### src/rtl/apc_pkg.sv
`timescale 1ns/1ps
package apc_pkg;
   localparam int OPC_W = 8;

   localparam logic [OPC_W-1:0] OPC_HALT   = 8'h00;
   localparam logic [OPC_W-1:0] OPC_LOAD   = 8'h01;
   localparam logic [OPC_W-1:0] OPC_ADD    = 8'h05;
   localparam logic [OPC_W-1:0] OPC_SUB    = 8'h06;
   localparam logic [OPC_W-1:0] OPC_JMPL   = 8'h0D;
   localparam logic [OPC_W-1:0] OPC_JMPR   = 8'h0E;
   localparam logic [OPC_W-1:0] OPC_BGEL   = 8'h0F;
   localparam logic [OPC_W-1:0] OPC_BGER   = 8'h10;
   localparam logic [OPC_W-1:0] OPC_PATCHL = 8'h12;
   localparam logic [OPC_W-1:0] OPC_PATCHR = 8'h13;
   localparam logic [OPC_W-1:0] OPC_STORE  = 8'h21;

   typedef enum logic [2:0] {
      K_HALT, K_LOAD, K_STORE, K_ADD, K_SUB, K_JMP, K_BGE, K_PATCH
   } kind_e;

   typedef struct packed {
      kind_e kind;
      logic  right;   // selects right half (jumps) or right field (patch)
   } dec_t;

   typedef enum logic [3:0] {
      S_FADDR, S_FRD, S_FLAT, S_SPLIT, S_DEC,
      S_RD, S_LAT, S_MOD, S_WR, S_NEXT, S_HALT
   } st_e;
endpackage

### src/rtl/apc_decode.sv
`timescale 1ns/1ps
module apc_decode
   import apc_pkg::*;
(
   input  logic [OPC_W-1:0] opc,
   output dec_t             dec
);
   always_comb begin
      dec.right = 1'b0;
      unique case (opc)
         OPC_LOAD:   dec.kind = K_LOAD;
         OPC_STORE:  dec.kind = K_STORE;
         OPC_ADD:    dec.kind = K_ADD;
         OPC_SUB:    dec.kind = K_SUB;
         OPC_JMPL:   dec.kind = K_JMP;
         OPC_JMPR:   begin dec.kind = K_JMP;   dec.right = 1'b1; end
         OPC_BGEL:   dec.kind = K_BGE;
         OPC_BGER:   begin dec.kind = K_BGE;   dec.right = 1'b1; end
         OPC_PATCHL: dec.kind = K_PATCH;
         OPC_PATCHR: begin dec.kind = K_PATCH; dec.right = 1'b1; end
         default:    dec.kind = K_HALT;
      endcase
   end
endmodule

### src/rtl/apc_alu.sv
`timescale 1ns/1ps
module apc_alu
   import apc_pkg::*;
#(
   parameter int W            = 40,
   parameter bit SHARED_ADDER = 1'b1
)(
   input  kind_e        kind,
   input  logic [W-1:0] a,
   input  logic [W-1:0] b,
   output logic [W-1:0] y
);
   logic [W-1:0] arith;

   generate
      if (SHARED_ADDER) begin : g_shared
         // one adder; subtract by inverting b and injecting a carry
         logic         sub;
         logic [W-1:0] bx;
         assign sub   = (kind == K_SUB);
         assign bx    = b ^ {W{sub}};
         assign arith = a + bx + W'(sub);
      end else begin : g_split
         // separate adder and subtractor, selected afterwards
         logic [W-1:0] sum, dif;
         assign sum   = a + b;
         assign dif   = a - b;
         assign arith = (kind == K_SUB) ? dif : sum;
      end
   endgenerate

   assign y = (kind == K_LOAD) ? b : arith;
endmodule

### src/rtl/apc_field_patch.sv
`timescale 1ns/1ps
module apc_field_patch #(
   parameter int W  = 40,
   parameter int AW = 12,
   parameter int OW = 8
)(
   input  logic [W-1:0]  word,
   input  logic [AW-1:0] val,
   input  logic          right,
   output logic [W-1:0]  y
);
   localparam int LPOS = W - OW - 1;   // top bit of the left address field

   always_comb begin
      y = word;
      if (right) y[AW-1:0]     = val;
      else       y[LPOS -: AW] = val;
   end
endmodule

### src/rtl/acc_pair_cpu.sv
`timescale 1ns/1ps
module acc_pair_cpu
   import apc_pkg::*;
#(
   parameter int WORD_W       = 40,
   parameter int ADDR_W       = 12,
   parameter bit SHARED_ADDER = 1'b1
)(
   input  logic              clk,
   input  logic              rst_n,
   output logic [ADDR_W-1:0] mem_addr,
   output logic [WORD_W-1:0] mem_wdata,
   output logic              mem_we,
   input  logic [WORD_W-1:0] mem_rdata,
   output logic              halted,
   output logic [WORD_W-1:0] acc
);
   localparam int INSN_W = WORD_W / 2;
   localparam int OP_W   = INSN_W - ADDR_W;

   generate
      if (WORD_W % 2 != 0) begin : g_bad_word
         $error("WORD_W must be even");
      end
      if (OP_W != OPC_W) begin : g_bad_split
         $error("opcode field width must match the package opcode width");
      end
   endgenerate

   st_e               st;
   logic [ADDR_W-1:0] pc, mar;
   logic [WORD_W-1:0] mbr, ac;
   logic [INSN_W-1:0] ir, ibr;
   logic              ibr_vld, skip_l;

   logic [OP_W-1:0]   ir_op;
   logic [ADDR_W-1:0] ir_adr;
   dec_t              dec;
   logic [WORD_W-1:0] alu_y, patched;

   assign ir_op  = ir[INSN_W-1 -: OP_W];
   assign ir_adr = ir[ADDR_W-1:0];

   apc_decode u_dec (.opc(ir_op), .dec(dec));

   apc_alu #(.W(WORD_W), .SHARED_ADDER(SHARED_ADDER)) u_alu (
      .kind(dec.kind), .a(ac), .b(mem_rdata), .y(alu_y));

   apc_field_patch #(.W(WORD_W), .AW(ADDR_W), .OW(OP_W)) u_patch (
      .word(mbr), .val(ac[ADDR_W-1:0]), .right(dec.right), .y(patched));

   always_ff @(posedge clk or negedge rst_n) begin
      if (!rst_n) begin
         st      <= S_FADDR;
         pc      <= '0;
         mar     <= '0;
         mbr     <= '0;
         ac      <= '0;
         ir      <= '0;
         ibr     <= '0;
         ibr_vld <= 1'b0;
         skip_l  <= 1'b0;
      end else begin
         unique case (st)
            S_FADDR: begin mar <= pc; st <= S_FRD; end
            S_FRD:   st <= S_FLAT;
            S_FLAT:  begin mbr <= mem_rdata; st <= S_SPLIT; end
            S_SPLIT: begin
               pc     <= pc + ADDR_W'(1);
               skip_l <= 1'b0;
               if (skip_l) begin
                  ir      <= mbr[INSN_W-1:0];
                  ibr_vld <= 1'b0;
               end else begin
                  ir      <= mbr[WORD_W-1 -: INSN_W];
                  ibr     <= mbr[INSN_W-1:0];
                  ibr_vld <= 1'b1;
               end
               st <= S_DEC;
            end
            S_DEC: begin
               mar <= ir_adr;
               unique case (dec.kind)
                  K_LOAD, K_ADD, K_SUB, K_PATCH: st <= S_RD;
                  K_STORE: begin mbr <= ac; st <= S_WR; end
                  K_JMP, K_BGE: begin
                     if (dec.kind == K_JMP || !ac[WORD_W-1]) begin
                        pc      <= ir_adr;
                        skip_l  <= dec.right;
                        ibr_vld <= 1'b0;
                        st      <= S_FADDR;
                     end else begin
                        st <= S_NEXT;
                     end
                  end
                  default: st <= S_HALT;
               endcase
            end
            S_RD:  st <= S_LAT;
            S_LAT: begin
               mbr <= mem_rdata;
               if (dec.kind == K_PATCH) st <= S_MOD;
               else begin
                  ac <= alu_y;
                  st <= S_NEXT;
               end
            end
            S_MOD: begin mbr <= patched; st <= S_WR; end
            S_WR:  st <= S_NEXT;
            S_NEXT: begin
               if (ibr_vld) begin
                  ir      <= ibr;
                  ibr_vld <= 1'b0;
                  st      <= S_DEC;
               end else begin
                  st <= S_FADDR;
               end
            end
            S_HALT:  st <= S_HALT;
            default: st <= S_HALT;
         endcase
      end
   end

   assign mem_addr  = mar;
   assign mem_wdata = mbr;
   assign mem_we    = (st == S_WR);
   assign halted    = (st == S_HALT);
   assign acc       = ac;
endmodule

### config.mk
export PLATFORM = sky130hd
export DESIGN_NAME = acc_pair_cpu
export DESIGN_NICKNAME = d
export VERILOG_FILES = /design/src/rtl/apc_pkg.sv /design/src/rtl/apc_decode.sv /design/src/rtl/apc_alu.sv /design/src/rtl/apc_field_patch.sv /design/src/rtl/acc_pair_cpu.sv
export SDC_FILE = /design/constraint.sdc
export NUM_CORES = 1
export LEC_CHECK = 0
export ABC_CLOCK_PERIOD_IN_PS = 8900
export BUFFER_PORTS_ARGS = -buffer_cell sky130_fd_sc_hd__buf_2
export CORE_MARGIN = 2
export CORE_UTILIZATION = 40
export CTS_CLUSTER_SIZE = 8
export DETAILED_ROUTE_END_ITERATION = 8
export PLACE_DENSITY = 0.66
export RECOVER_POWER = 50
export SYNTH_ARGS = -nofsm -noshare
export SYNTH_HDL_FRONTEND = slang
export SYNTH_HIERARCHICAL = 1
export SYNTH_SLANG_ARGS = --single-unit
export TNS_END_PERCENT = 10
### constraint.sdc
create_clock -name clk -period 8.9 [get_ports clk]
set_input_delay 0.445 -clock clk [delete_from_list [all_inputs] [get_ports clk]]
set_output_delay 0.445 -clock clk [all_outputs]
set_load 0.05 [all_outputs]
==> run metrics <==
Placed Area=about 12,000 um^2; Period minus WS final=6.26 ns; Reg clk slew, reported paths=0.07 ns; dominant cell type by area after synthesis=dfrtp_1; CTS tree=done; top cell type's share of synthesized area=0.337; Worst Tran Pin Value=roughly 4.4 ns; Final Instance Area=12,400 um^2; GRT Residual Overflow=0; synthesized area=~11,000 um^2; unrepaired setup endpoints after global routing=false; post-synthesis cell type count=87; Post-synth EDFFs=0; Die Wd=171 um; aggregate routed wire length=32,200 um; setup TNS=0 ns; critical-path cell list=nor4_1 > nand3b_1 > o221ai_1 > nor3b_4 > buf_4 > xor2_1 > fa_1 > a21o_1 > a221oi_1 > nor3b_1 > o31a_1 > a31o_2 > a221oi_2 > o31a_1 > xor2_1 > a21oi_1 > mux2_1; placed insts=approximately 1,700; Max-slew headroom=-1.93; CTS H-tree depth=4; Post-Layout Cell Count=1,706; status=finished, violations left; Max Cap Viol=1; CP max FO=41; Max Root-Sink Buffers=2; drt first pass iters=5; number of synthesized register bits=150; Worst Skew=0.0131 ns; Met1 Routed Length=15,100 um; post-layout util=0.448; clk root buf=clkbuf_16; total track usage=0.223; layout cells sized above 1=0.106; Initial Util=0.403; CP endpoint kind=flop; clk_lat worst skew=0.43 ns; uppermost routed layer=met5; Fmax achieved=~0.16 GHz; Buffers on Ports=about 140; Critical Path AT=6.57 ns; area of the core=27,600 um^2; Largest stage delay, worst path=0.82 ns; Rows=61; Gates resized, CTS repair=0; HP Class=input port to flop; dominant synthesized flop cell=dfrtp_1; CP Launch Type=flop; CTS buffer count=17; Post-CTS Setup Bufs=0; Worst EP required=9.21 ns; wire length on met2=14,600 um; Final nets=1,397; worst r2r path cells=17; Final period util=0.703; post-synthesis sequential area ratio=0.337; DRT iter0 DRCs=668; ys async rst share=1.00; top cells by area, synth=dfrtp_1, mux2i_1, a21oi_1, ha_1, xor2_1; DRC=0; r2r setup slk=2.64 ns; antenna-violating nets left=0; met3 wire length=1460 um; end of the critical path=acc[30]; synth warn=6; via count=9,633; Synthesized Nets=1,331; Hold Vio Cnt, Final=0; CP Launch Point=ir[19]; final setup vio count=0; r2r endpoint=acc[30]; DP Wirelength=22,400 um; GP Congestion=0.930; P&R area growth vs syn=11.1%; Vias per Instance=5.65; number of top-level pins=136; Slowest cell on crit path=o221ai_1; failing checks=capacitance limit, slew limit; r2r startpoint=ir[19]; cells after synthesis=1,248; max-slew violation count=82; largest net degree at the start of global routing=between 80 and 90; Crit Path Class=flop to flop; drt wl/cell=18.9 um; Die ar.=29,200 um^2; vias in the first global route=9,286; first-pass GRT wire length=approximately 50,000 um; Die Height=171 um; initial antenna violation count=2; hold buffers post-CTS=0; clock sinks=150; Post-Syn Area per Cell=8.93 um^2
cells by family after synthesis:
family | Yosys count | synth area share
AND/OR/NAND/NOR | 328 | 0.148
multiplexers | 133 | 0.133
buffers and inverters | 151 | 0.0676
XOR/XNOR | 68 | 0.0534
AO/OA/AOI/OAI | 377 | 0.214
adder cells (fa/ha/maj) | 41 | 0.0467
flip-flops | 150 | 0.337
cell usage in the layout (no fill, tap or decap), types with 9 or more instances in the layout:
| cell | n |
|---|---|
| a21o_1 | 22 |
| a21oi_1 | 132 |
| a22o_1 | 40 |
| a2bb2oi_1 | 11 |
| a31oi_1 | 20 |
| and3_1 | 11 |
| buf_2 | 45 |
| buf_4 | 13 |
| clkbuf_1 | 91 |
| clkbuf_16 | 17 |
| dfrtp_1 | 150 |
| ha_1 | 40 |
| inv_1 | 49 |
| mux2_1 | 40 |
| mux2_4 | 20 |
| mux2i_1 | 69 |
| nand2_1 | 118 |
| nand2b_1 | 10 |
| nand3_1 | 23 |
| nor2_1 | 87 |
| nor3_1 | 10 |
| o21ai_0 | 44 |
| o21ai_1 | 39 |
| o22ai_1 | 9 |
| xnor2_1 | 11 |
| xor2_1 | 57 |
cell type report:
cell class	instances	area (um^2)
timing repair buffer	149	664
clock buffer	17	425
inverter	49	184
antenna	1	2.50
tap	378	473
multi-input combinational	947	6690
fill	2793	15300
clock inverter	15	184
sequential	150	3750
state kept, by name (all words and copies together) (netlist names):
signal / count
acc: 40
mem_wdata: 40
ibr: 20
ir: 20
mem_addr: 12
pc: 12
st: 4
ibr_vld: 1
skip_l: 1
Yosys cell counts, types with 23 or more instances:
cell type,n
clkbuf_1,52
nor2_1,87
a21oi_1,132
dfrtp_1,150
ha_1,40
o21ai_0,44
mux2_1,40
o21ai_1,40
inv_1,49
xor2_1,57
nand3_1,23
mux2i_1,69
nand2_1,118
a22o_1,40
critical path: cells and delay by family (launching register included):
family,cells,cell delay (ns)
buffers and inverters,1,0.60
AND/OR/NAND/NOR,4,1.05
flip-flops,1,0.42
multiplexers,1,0.30
adder cells (fa/ha/maj),1,0.47
XOR/XNOR,2,0.40
AO/OA/AOI/OAI,8,2.84
per-layer routing:
metal,vias to the layer above,global-route usage
met2,288,0.353
li1,4614,-
met1,4668,0.310
met5,-,0
met3,61,0.0310
met4,2,0.0836
worst min path at each step:
stage                  startpoint       to  slack, ns  cells past startpoint
finish              mem_rdata[33]  acc[33]       0.38                      4
global route        mem_rdata[33]  acc[33]       0.40                      4
CTS                         rst_n   pc[11]       0.09                      1
detailed placement        ibr[11]  ibr[11]       0.48                      2
global placement           ibr[2]   ibr[2]       0.47                      2
floorplan                   rst_n   acc[0]       0.15                      0
metrics by stage:
stage	hold WS [ns]	setup WS, ns
6_report	0.375	2.64
5_1_grt	0.395	2.19
4_1_cts	0.0869	2.65
3_5_place_dp	0.476	2.71
3_3_place_gp	0.468	2.84
2_1_floorplan	0.149	3.77
Power is left out: the tool's default activity adds up to more than one toggle a clock period on the data nets, which glitch-free logic cannot reach.
